===== config.mk =====
export PLATFORM = sky130hd
export DESIGN_NAME = bwx_engine
export DESIGN_NICKNAME = d
export VERILOG_FILES = /design/src/rtl/bwx_pkg.sv /design/src/rtl/bwx_fifo.sv /design/src/rtl/bwx_flags.sv /design/src/rtl/bwx_engine.sv
export SDC_FILE = /design/constraint.sdc
export NUM_CORES = 1
export LEC_CHECK = 0
export BUFFER_PORTS_ARGS = -buffer_cell sky130_fd_sc_hd__buf_2
export CAP_MARGIN = 10
export CORE_MARGIN = 5
export CORE_UTILIZATION = 55
export CTS_CLUSTER_SIZE = 24
export DETAILED_ROUTE_END_ITERATION = 12
export HOLD_SLACK_MARGIN = 0.06
export PLACE_DENSITY = 0.82
export SLEW_MARGIN = 20
export SYNTH_ARGS = -nofsm -noshare
export SYNTH_HDL_FRONTEND = slang
export SYNTH_SLANG_ARGS = --single-unit

===== constraint.sdc =====
create_clock -name clk -period 4.5 [get_ports clk]
set_input_delay 0.225 -clock clk [delete_from_list [all_inputs] [get_ports clk]]
set_output_delay 0.225 -clock clk [all_outputs]
set_load 0.01 [all_outputs]

===== src/rtl/bwx_pkg.sv =====
package bwx_pkg;
    localparam int STAT_W     = 22;
    localparam int B_DEND     = 8;
    localparam int B_BEND     = 10;
    localparam int B_TX_ACT   = 12;
    localparam int B_RX_ACT   = 13;
    localparam int B_TX_HALF  = 14;
    localparam int B_RX_HALF  = 15;
    localparam int B_TX_FULL  = 16;
    localparam int B_RX_FULL  = 17;
    localparam int B_TX_EMPTY = 18;
    localparam int B_RX_EMPTY = 19;
    localparam int B_TX_AVL   = 20;
    localparam int B_RX_AVL   = 21;

    localparam logic [STAT_W-1:0] RX_GROUP = STAT_W'(32'h002A_A000);
    localparam logic [STAT_W-1:0] TX_GROUP = STAT_W'(32'h0015_5000);

    typedef struct packed {
        logic act;
        logic half;
        logic full;
        logic empty;
        logic avail;
    } lvl_t;
endpackage


===== src/rtl/bwx_fifo.sv =====
module bwx_fifo #(
    parameter int W     = 32,
    parameter int DEPTH = 16,
    localparam int AW   = $clog2(DEPTH),
    localparam int CW   = $clog2(DEPTH + 1)
) (
    input  logic          clk,
    input  logic          rst_n,
    input  logic          push,
    input  logic [W-1:0]  wdata,
    input  logic          pop,
    output logic [W-1:0]  head,
    output logic [CW-1:0] count
);
    typedef struct packed {
        logic [AW-1:0] rd;
        logic [AW-1:0] wr;
        logic [CW-1:0] cnt;
    } ptr_t;

    ptr_t p_d, p_q;
    logic [W-1:0] mem_q [DEPTH];

    always_comb begin
        p_d = p_q;
        if (push) p_d.wr = (p_q.wr == AW'(DEPTH - 1)) ? '0 : p_q.wr + AW'(1);
        if (pop)  p_d.rd = (p_q.rd == AW'(DEPTH - 1)) ? '0 : p_q.rd + AW'(1);
        case ({push, pop})
            2'b10:   p_d.cnt = p_q.cnt + CW'(1);
            2'b01:   p_d.cnt = p_q.cnt - CW'(1);
            default: p_d.cnt = p_q.cnt;
        endcase
    end

    always_ff @(posedge clk) begin
        if (!rst_n) p_q <= '0;
        else        p_q <= p_d;
    end

    always_ff @(posedge clk) begin
        if (push) mem_q[p_q.wr] <= wdata;
    end

    assign head  = mem_q[p_q.rd];
    assign count = p_q.cnt;

    assert_no_push_full_R11: assert property (@(posedge clk) disable iff (!rst_n)
        push |-> (p_q.cnt != CW'(DEPTH)));
    assert_no_pop_empty_R11: assert property (@(posedge clk) disable iff (!rst_n)
        pop |-> (p_q.cnt != '0));
    assert_level_step_R10: assert property (@(posedge clk) disable iff (!rst_n)
        1'b1 |=> (p_q.cnt == $past(p_q.cnt) || p_q.cnt == $past(p_q.cnt) + CW'(1)
                  || p_q.cnt == $past(p_q.cnt) - CW'(1)));
endmodule


===== src/rtl/bwx_flags.sv =====
module bwx_flags
    import bwx_pkg::*;
#(
    parameter int DEPTH = 16,
    localparam int CW   = $clog2(DEPTH + 1),
    localparam int HALF = DEPTH / 2
) (
    input  logic              dir,
    input  logic              bytes_zero,
    input  logic [CW-1:0]     level,
    input  logic              data_end,
    input  logic              blk_end,
    output logic [STAT_W-1:0] stat
);
    lvl_t rx, tx;
    logic idle;

    always_comb begin
        idle     = bytes_zero && (level == '0);
        rx.act   = 1'b1;
        rx.empty = (level == '0);
        rx.avail = (level != '0);
        rx.full  = (level == CW'(DEPTH));
        rx.half  = (level >= CW'(HALF));
        tx       = rx;
        tx.half  = (level <= CW'(HALF));

        stat         = '0;
        stat[B_DEND] = data_end;
        stat[B_BEND] = blk_end;
        if (!idle) begin
            if (dir) begin
                stat[B_RX_ACT]   = rx.act;
                stat[B_RX_HALF]  = rx.half;
                stat[B_RX_FULL]  = rx.full;
                stat[B_RX_EMPTY] = rx.empty;
                stat[B_RX_AVL]   = rx.avail;
            end else begin
                stat[B_TX_ACT]   = tx.act;
                stat[B_TX_HALF]  = tx.half;
                stat[B_TX_FULL]  = tx.full;
                stat[B_TX_EMPTY] = tx.empty;
                stat[B_TX_AVL]   = tx.avail;
            end
        end
    end
endmodule


===== src/rtl/bwx_engine.sv =====
module bwx_engine
    import bwx_pkg::*;
#(
    parameter int W     = 32,
    parameter int DEPTH = 16,
    parameter int LEN_W = 16,
    localparam int BPW  = W / 8,
    localparam int LW   = $clog2(BPW),
    localparam int TNW  = $clog2(BPW + 1),
    localparam int CW   = $clog2(DEPTH + 1)
) (
    input  logic              clk,
    input  logic              rst_n,
    input  logic              len_we,
    input  logic [LEN_W-1:0]  len_wdata,
    input  logic              ctrl_we,
    input  logic              ctrl_en,
    input  logic              ctrl_dir,
    input  logic              end_clr,
    input  logic              bus_push,
    input  logic [W-1:0]      bus_wdata,
    input  logic              bus_pop,
    output logic [W-1:0]      bus_rdata,
    input  logic              card_rdy,
    output logic              card_rd,
    input  logic [7:0]        card_rd_data,
    output logic              card_wr,
    output logic [7:0]        card_wr_data,
    output logic              xfer_en,
    output logic              xfer_dir,
    output logic [LEN_W-1:0]  byte_cnt,
    output logic [LEN_W-2:0]  word_cnt,
    output logic [CW-1:0]     fifo_level,
    output logic [STAT_W-1:0] stat,
    output logic              err
);
    typedef struct packed {
        logic             en;
        logic             dir;
        logic [LEN_W-1:0] len;
        logic [LEN_W-1:0] bcnt;
        logic [W-1:0]     pack;
        logic [LW-1:0]    lane;
        logic [W-1:0]     tx_sh;
        logic [TNW-1:0]   tx_n;
        logic             dend;
        logic             bend;
        logic [W-1:0]     rdata;
        logic             err;
    } state_t;

    state_t s_d, s_q;

    logic          fifo_push, fifo_pop;
    logic [W-1:0]  fifo_wdata, fifo_head;
    logic [CW-1:0] fcnt;
    logic          fifo_full, fifo_empty, cnt_zero;
    logic          rx_go, tx_go, tx_need;
    logic [W-1:0]  merged;

    bwx_fifo #(.W(W), .DEPTH(DEPTH)) u_fifo (
        .clk   (clk),
        .rst_n (rst_n),
        .push  (fifo_push),
        .wdata (fifo_wdata),
        .pop   (fifo_pop),
        .head  (fifo_head),
        .count (fcnt)
    );

    always_comb begin
        s_d          = s_q;
        s_d.err      = 1'b0;
        fifo_push    = 1'b0;
        fifo_pop     = 1'b0;
        fifo_wdata   = '0;
        card_rd      = 1'b0;
        card_wr      = 1'b0;
        card_wr_data = '0;

        fifo_full  = (fcnt == CW'(DEPTH));
        fifo_empty = (fcnt == '0);
        cnt_zero   = (s_q.bcnt == '0);
        tx_need    = (s_q.tx_n == '0);
        rx_go      = s_q.en && s_q.dir && !cnt_zero && card_rdy && !fifo_full;
        tx_go      = s_q.en && !s_q.dir && !cnt_zero && card_rdy && !(tx_need && fifo_empty);
        merged     = s_q.pack | (W'(card_rd_data) << {s_q.lane, 3'b000});

        if (len_we) s_d.len = len_wdata;

        // receive: pack card bytes low lane first, flush on last byte
        if (rx_go) begin
            card_rd  = 1'b1;
            s_d.bcnt = s_q.bcnt - LEN_W'(1);
            if (s_q.lane == LW'(BPW - 1) || s_q.bcnt == LEN_W'(1)) begin
                fifo_push  = 1'b1;
                fifo_wdata = merged;
                s_d.pack   = '0;
                s_d.lane   = '0;
            end else begin
                s_d.pack = merged;
                s_d.lane = s_q.lane + LW'(1);
            end
        end

        // transmit: unpack FIFO words low byte first
        if (tx_go) begin
            card_wr  = 1'b1;
            s_d.bcnt = s_q.bcnt - LEN_W'(1);
            if (tx_need) begin
                fifo_pop     = 1'b1;
                card_wr_data = fifo_head[7:0];
                s_d.tx_sh    = fifo_head >> 8;
                s_d.tx_n     = TNW'(BPW - 1);
            end else begin
                card_wr_data = s_q.tx_sh[7:0];
                s_d.tx_sh    = s_q.tx_sh >> 8;
                s_d.tx_n     = s_q.tx_n - TNW'(1);
            end
        end

        // bus side: pushes only when transmitting, pops only when receiving
        if (bus_push) begin
            if (s_q.dir || fifo_full) begin
                s_d.err = 1'b1;
            end else begin
                fifo_push  = 1'b1;
                fifo_wdata = bus_wdata;
            end
        end
        if (bus_pop) begin
            if (!s_q.dir || fifo_empty) begin
                s_d.err   = 1'b1;
                s_d.rdata = '0;
            end else begin
                fifo_pop  = 1'b1;
                s_d.rdata = fifo_head;
            end
        end

        // end flags and self-clearing enable
        if (end_clr) begin
            s_d.dend = 1'b0;
            s_d.bend = 1'b0;
        end
        if (s_q.en && cnt_zero) begin
            s_d.dend = 1'b1;
            s_d.bend = 1'b1;
            if (fifo_empty) s_d.en = 1'b0;
        end

        if (ctrl_we) begin
            s_d.en  = ctrl_en;
            s_d.dir = ctrl_dir;
            if (ctrl_en) begin
                s_d.bcnt = s_q.len;
                s_d.pack = '0;
                s_d.lane = '0;
                s_d.tx_n = '0;
            end
        end
    end

    always_ff @(posedge clk) begin
        if (!rst_n) s_q <= '0;
        else        s_q <= s_d;
    end

    bwx_flags #(.DEPTH(DEPTH)) u_flags (
        .dir        (s_q.dir),
        .bytes_zero (s_q.bcnt == '0),
        .level      (fcnt),
        .data_end   (s_q.dend),
        .blk_end    (s_q.bend),
        .stat       (stat)
    );

    assign bus_rdata  = s_q.rdata;
    assign err        = s_q.err;
    assign xfer_en    = s_q.en;
    assign xfer_dir   = s_q.dir;
    assign byte_cnt   = s_q.bcnt;
    assign word_cnt   = {1'b0, s_q.bcnt[LEN_W-1:2]} + (LEN_W-1)'(|s_q.bcnt[1:0]);
    assign fifo_level = fcnt;

    assert_bcnt_step_R5: assert property (@(posedge clk) disable iff (!rst_n)
        !ctrl_we |=> (s_q.bcnt == $past(s_q.bcnt) || s_q.bcnt == $past(s_q.bcnt) - LEN_W'(1)));
    assert_en_drop_R7: assert property (@(posedge clk) disable iff (!rst_n)
        (s_q.en && s_q.bcnt == '0 && fcnt == '0 && !ctrl_we) |=> !xfer_en);
    assert_end_mark_R6: assert property (@(posedge clk) disable iff (!rst_n)
        (s_q.en && s_q.bcnt == '0) |=> (stat[B_DEND] && stat[B_BEND]));
    assert_one_group_R9: assert property (@(posedge clk) disable iff (!rst_n)
        !((|(stat & RX_GROUP)) && (|(stat & TX_GROUP))));
    assert_last_flush_R4: assert property (@(posedge clk) disable iff (!rst_n)
        (card_rd && s_q.bcnt == LEN_W'(1) && !bus_pop) |=> (fcnt == $past(fcnt) + CW'(1)));
endmodule


After elaboration in Yosys (flattened, before gate mapping). Memory sizes are Yosys's and may differ from the RTL's. A register that Yosys moved wholly into a read port is not among the register bits. Cells that the tools add are included.

Register bits: 143. Bits in writable memories: 512. Bits of input ports: 66. Output and inout port bits: 103. Logic and storage cells: 116. Memories: 1.

Memories: u_fifo.mem_q (depth 16, width 32, read ports 1, clocked after Yosys merged registers in 1, wr ports 1, RTL line bwx_fifo.sv:22) `logic [W-1:0] mem_q [DEPTH];`.

$add $sub $neg: 8. Order comparisons: 2. Eq/ne operators: 7. Shift operators: 1. Muxes and demuxes: 53. Bitwise operators: 1. Reduce and logical (&&, ||, !) cells: 28.

Operators by type and width (number): $mux W32 (5); $mux W50 (3); $mux W34 (1); $or A32 B32 Y32 (1); $shl A8 B5 Y32 (1); $mux W1 (28); $mux W27 (1); $eq A16 B1 Y1 const B (1); $logic_not A16 Y1 (1); $mux W16 (1); $mux W4 (4); $mux W8 (2); $sub A16 B1 Y16 const B (1); $add A14 B1 Y15 (1); $logic_and A1 B1 Y1 (11); $mux W10 (1); $pmux W5 S2 (1); $mux W3 (3); $add A4 B1 Y4 const B (2); $eq A4 B4 Y1 const B (2); $reduce_bool A2 Y1 (4); $mux W2 (3); $add A5 B1 Y5 const B (1); $eq A5 B5 Y1 const B (1); 14 further kinds (20).

Logic depth before layout (Yosys ltp).
Depth after elaboration: 10. Mapped depth: 16. Mapped depth without buffers: 15.

Hierarchy. From an unflattened synthesis, not the netlist that was laid out.

Cells, all modules: 1816. Area, all modules: 27141.0 um^2.

Modules (own cells, without submodules): bwx_fifo (times used 1, cells an instance 898, area each 20094.3 um^2, sequential area each 15715.1 um^2); bwx_engine (times used 1, cells an instance 887, area each 6825.3 um^2, sequential area each 2582.5 um^2); bwx_flags (times used 1, cells an instance 31, area each 221.5 um^2, sequential area each 0.0 um^2).

Least setup slack after synthesis. OpenSTA, ideal clock, no wires.

Path kind: reg-to-reg. From: reg s_q, in the netlist byte_cnt[0]. To: mem u_fifo.mem_q[3][0], enable pin. Setup time: 0.461 ns. Data arrival time: 4.584 ns. Required time: 4.039 ns. Slack: -0.545 ns. Stages on the path, launching flop included: 11. Cells stage by stage: dfxtp_1 inv_1 ha_1 or4b_2 nor4_4 nor4_2 nand2_2 nand2b_1 inv_2 nand2b_1 nor3_1.

Word-level cells in the longest chain between the ends: 10. Elaborated cells on any way between the ends: 13. Those cells by class: eq/ne (1); mux (6); reduce/logical (6).

RTL lines: from (decl) (RTL line bwx_engine.sv:52) `state_t s_d, s_q;`; from (signal assigned) (RTL line bwx_engine.sv:165) `if (!rst_n) s_q <= '0;`; from (signal assigned) (RTL line bwx_engine.sv:166) `else s_q <= s_d;`; $logic_not A16 Y1 (RTL line bwx_engine.sv:83) `cnt_zero = (s_q.bcnt == '0);`; $logic_not A1 Y1 (RTL line bwx_engine.sv:85) `rx_go = s_q.en && s_q.dir && !cnt_zero && card_rdy && !fifo_full;`; $logic_and A1 B1 Y1 (3 in series) (RTL line bwx_engine.sv:85); $mux W1 (*) (RTL line bwx_engine.sv:92) `if (rx_go) begin`; $mux W1 (RTL line bwx_engine.sv:124) `if (s_q.dir || fifo_full) begin`; $mux W1 (*) (RTL line bwx_engine.sv:123) `if (bus_push) begin`; $mux W1 (*) (RTL line bwx_fifo.sv:41) `if (push) mem_q[p_q.wr] <= wdata;`; $mux W1 (implied by the code) (*) (RTL line bwx_fifo.sv:41); to (decl) (RTL line bwx_fifo.sv:22).

Every way passes the cells marked *; elsewhere a longest branch is shown, timed or not.

Worst setup path after layout.
From: reg s_q, in the netlist byte_cnt[0]. To: reg u_fifo.p_q, in the netlist u_fifo.count[4].

Word-level cells in the longest chain between the ends: 10. Elaborated cells on any way between the ends: 21. Those cells by class: eq/ne (3); mux (8); reduce/logical (10).

RTL lines: $logic_not A16 Y1 (RTL line bwx_engine.sv:83); $logic_not A1 Y1 (RTL line bwx_engine.sv:85, bwx_engine.sv:86); $logic_and A1 B1 Y1 (on tied branches) (3 in series) (RTL line bwx_engine.sv:86, bwx_engine.sv:85); $mux W1 (on tied branches) (RTL line bwx_engine.sv:107, bwx_engine.sv:92); $mux W1 (on tied branches) (RTL line bwx_engine.sv:132, bwx_engine.sv:124); $mux W1 (on tied branches) (RTL line bwx_engine.sv:131, bwx_engine.sv:123); $eq A2 B1 Y1 or $eq A2 B2 Y1 (tied branches) (RTL line bwx_fifo.sv:28) `case ({push, pop})`; $pmux W5 S2 or $reduce_bool A2 Y1 (tied branches); to (signal assigned) (RTL line bwx_fifo.sv:37) `else p_q <= p_d;`; to (decl) (RTL line bwx_fifo.sv:21) `ptr_t p_d, p_q;`.

Several ways; a longest one is shown, not always the timed one. A chain may end at the register's enable or synchronous reset.

==> impl_metrics.env <==
export IMPL_status="complete, no violations"
export IMPL_finalSetupViolations=0
export IMPL_yosysTopAreaCellShare_pct=57.6
export IMPL_io_pins=169
export IMPL_synth_compound_area_share_pct=4.94
export IMPL_grtUsageTotal_pct=25.4
export IMPL_slowest_stage="or4b_2"
export IMPL_slew_headroom_pct=28.8
export IMPL_synth_distinct_cells=58
export IMPL_path_max_fanout=10
export IMPL_holdWs_ns=0.159
export IMPL_p_per_area_nw_per_um2=431
export IMPL_hp_start="ctrl_en"
export IMPL_cp_required_ns=5.02
export IMPL_hold_path_class="input pin to flop"
export IMPL_synthCells=1621
export IMPL_synthAdderAreaFrac_pct=0.750
export IMPL_initialDrtViolationCount=2109
export IMPL_area_delta_synth_final_pct=14.4
export IMPL_vias=15600
export IMPL_ant_nets=0
export IMPL_drt_total_wl_mm=67.7
export IMPL_path_common_cell="ha_1"
export IMPL_cp_startpoint="byte_cnt[0]$_SDFF_PN0_"
export IMPL_clock_root_buffer="clkbuf_16"
export IMPL_async_flop_share_pct=0
export IMPL_die_area_um2=53100
export IMPL_finalCriticalPeriod_ns=4.16
export IMPL_cpPeakStageDelay_ns=0.66
export IMPL_initial_core_util_pct=55.8
export IMPL_cts_made_buffers=67
export IMPL_rows=80
export IMPL_tightest_slew_ns=1.07
export IMPL_synth_main_ff_cell="edfxtp_1"
export IMPL_first_pass_iters=5
export IMPL_power_leakage_nw=10.7
export IMPL_rsz0062_at_grt="no"
export IMPL_drv_slew=0
export IMPL_cts_sinks=658
export IMPL_cp_end_kind="flop"
export IMPL_synthTopCellsByArea="edfxtp_1 (58%), mux4_2 (13%), dfxtp_1 (11%)"
export IMPL_grt_pass1_wl_mm=100
export IMPL_crit_buf_inv=3
export IMPL_ys_seq_elements=658
export IMPL_insertion_delay_ns=0.61
export IMPL_core_area_um2=47800
export IMPL_cp_arrival_ns=4.68
export IMPL_finalCritPeriodShare_pct=92.4
export IMPL_h_tree_depth=3
export IMPL_worstSetupPathType="flop to flop"
export IMPL_synth_area_mux_share_pct=15.3
export IMPL_place_gp_congestion=0.846
export IMPL_gr_total_overflow=0
export IMPL_yosysTopAreaCell="edfxtp_1"
export IMPL_clk_path_buf_depth=3
export IMPL_max_freq_ghz=0.240
export IMPL_clk_pin_slew_ns=0.06
export IMPL_vdd_drop_max_mv=0.293
export IMPL_grt_max_degree=58
export IMPL_wl_per_cell_um=27.7
export IMPL_dp_hpwl_mm=38.9
export IMPL_antenna_found_initial=0
export IMPL_vias_per_cell=6.38
export IMPL_r2r_start="byte_cnt[0]$_SDFF_PN0_"
export IMPL_crit_family="simple AND/OR/NAND/NOR gates"
export IMPL_diodes=0
export IMPL_synth_warnings=0
export IMPL_maxCapViolCount=0
export IMPL_die_x_um=230
export IMPL_tns_ns=0
export IMPL_cp_cell_sequence="inv_1, ha_1, or4b_2, nor4_4, nor4_4, buf_4, nand2_2, nand2b_1, inv_2, ha_1, xor2_1, ha_1, a31o_2, a41o_1, a221oi_2, mux2i_1"
export IMPL_grt_pass1_vias=15600
export IMPL_numPortBuffers=158
export IMPL_synth_edf_count=512
export IMPL_synth_xor_area_share_pct=1.05
export IMPL_synthSimpleGateAreaFrac_pct=5.77
export IMPL_worstSetupStartpointType="flop"
export IMPL_synth_top_family_by_area="multiplexers"
export IMPL_route_detailed_drc=0
export IMPL_netlist_area_um2=26700
export IMPL_synth_seq_area_share_pct=68.5
export IMPL_hold_viol=0
export IMPL_syn_area_per_cell_um2=16.5
export IMPL_tritoncts="built"
export IMPL_clock_skew_ns=0.0284
export IMPL_nets=1861
export IMPL_regToRegSetupSlack_ns=0.34
export IMPL_drive_gt1_share_pct=28.3
export IMPL_die_y_um=230
[synth_stat cells (9+ instances only)]
| cell type | instances |
|---|---|
| o21ai_0 | 51 |
| buf_1 | 26 |
| buf_4 | 65 |
| mux4_2 | 160 |
| mux2i_1 | 48 |
| nand2b_1 | 9 |
| dfxtp_1 | 146 |
| nand3_1 | 12 |
| nor3_1 | 12 |
| inv_1 | 10 |
| a21oi_1 | 80 |
| nor2_1 | 79 |
| ha_1 | 16 |
| o211a_1 | 17 |
| edfxtp_1 | 512 |
| a22oi_1 | 40 |
| xor2_1 | 11 |
| nor2b_1 | 66 |
| and2_1 | 11 |
| nand2_1 | 78 |
| clkbuf_1 | 70 |
| xnor2_1 | 21 |
[layer usage]
| layer | routed length [µm] | track usage, % | vias to the layer above |
|---|---|---|---|
| li1 | - | - | 6508 |
| met1 | 25000 | 33.5 | 7874 |
| met2 | 33100 | 41.1 | 1051 |
| met3 | 7300 | 6.99 | 171 |
| met4 | 2240 | 9.12 | 0 |
| met5 | 0 | 0 | - |
[worst reg2reg max path, cell delays in order (launching register included)]
cell      delay (ns)
dfxtp_1         0.34
inv_1           0.12
ha_1            0.28
or4b_2          0.66
nor4_4          0.29
nor4_4          0.05
buf_4           0.16
nand2_2         0.08
nand2b_1        0.16
inv_2           0.23
ha_1            0.42
xor2_1          0.14
ha_1            0.22
a31o_2          0.25
a41o_1          0.22
a221oi_2        0.28
mux2i_1         0.19
[report_power, final]
group,switching (W),total [W],internal (W)
logic,0.000552,0.000944,0.000392
clock network,0.00230,0.00550,0.00320
registers,0.0000806,0.00673,0.00665
[layout make-up]
class,instances,area [µm²]
Clock buffer,86,1880
Fill cell,3146,17300
Timing Repair Buffer,255,1630
Multi-Input combinational cell,783,7610
Inverter,14,52.6
Clock inverter,35,305
Tap cell,615,769
Sequential cell,658,18300
[worst paths after layout]
check / to / cells after the start
hold reg to reg: s_q[94]$_SDFF_PN0_ / 2
setup reg to reg: u_fifo.count[4]$_SDFFE_PN0P_ / 16
setup / recovery: u_fifo.count[4]$_SDFFE_PN0P_ / 16
hold / removal: byte_cnt[13]$_SDFF_PN0_ / 4
[metrics by stage]
stage          setup WS, ns  instances  utilization (%)  area [µm²]  total power (W)
2_1_floorplan         0.311       1630                -       26800          0.00744
3_3_place_gp          0.480       2293             58.6       28100          0.00771
3_5_place_dp          0.269       2293             58.6       28100          0.00775
4_1_cts               0.214       2443             63.8       30500           0.0133
5_1_grt               0.131       2446             63.9       30600           0.0136
6_report              0.342       2446             63.9       30600           0.0132
[logic make-up after synthesis]
| family | count (synthesis) |
|---|---|
| xor gates and xnor gates | 32 |
| other | 1 |
| adders and majority gates | 16 |
| muxes | 208 |
| DFF | 658 |
| buffers and inverters | 189 |
| and+or+nand+nor | 306 |
| AOI/OAI and AO/OA | 211 |
[sequential cells by signal, indices dropped and copies added (netlist names), named ones only]
register,count
err,1
s_q,78
xfer_dir,1
u_fifo.count,5
u_fifo.mem_q,512
byte_cnt,16
xfer_en,1
bus_rdata,32
u_fifo.p_q,8
[layout by cell type (no fill, tap or decap), types with 9 or more instances in the layout]
cell and n:
mux2i_1 48, nor2b_1 66, nand3_1 12, nor2_4 12, clkbuf_1 10, xnor2_1 21
o21ai_0 50, edfxtp_1 512, inv_1 10, dlygate4sd3_1 29, a22oi_1 40, a21oi_1 80
nor2_1 67, dfxtp_1 142, ha_1 15, clkinv_1 14, buf_2 158, nand2b_1 9
and2_1 11, clkbuf_16 71, nand2_1 78, clkinv_2 9, xor2_1 11, mux4_2 160
o211a_1 17, conb_1 10, buf_4 65
[repair_timing]
item,in CTS,in global routing
hold endpoints to repair,52,0
gates resized for setup,0,0
buffers inserted,0,3
endpoints found under the setup margin,0,41
hold buffers,29,0
Note: power is estimated with default switching activity, not from simulation.
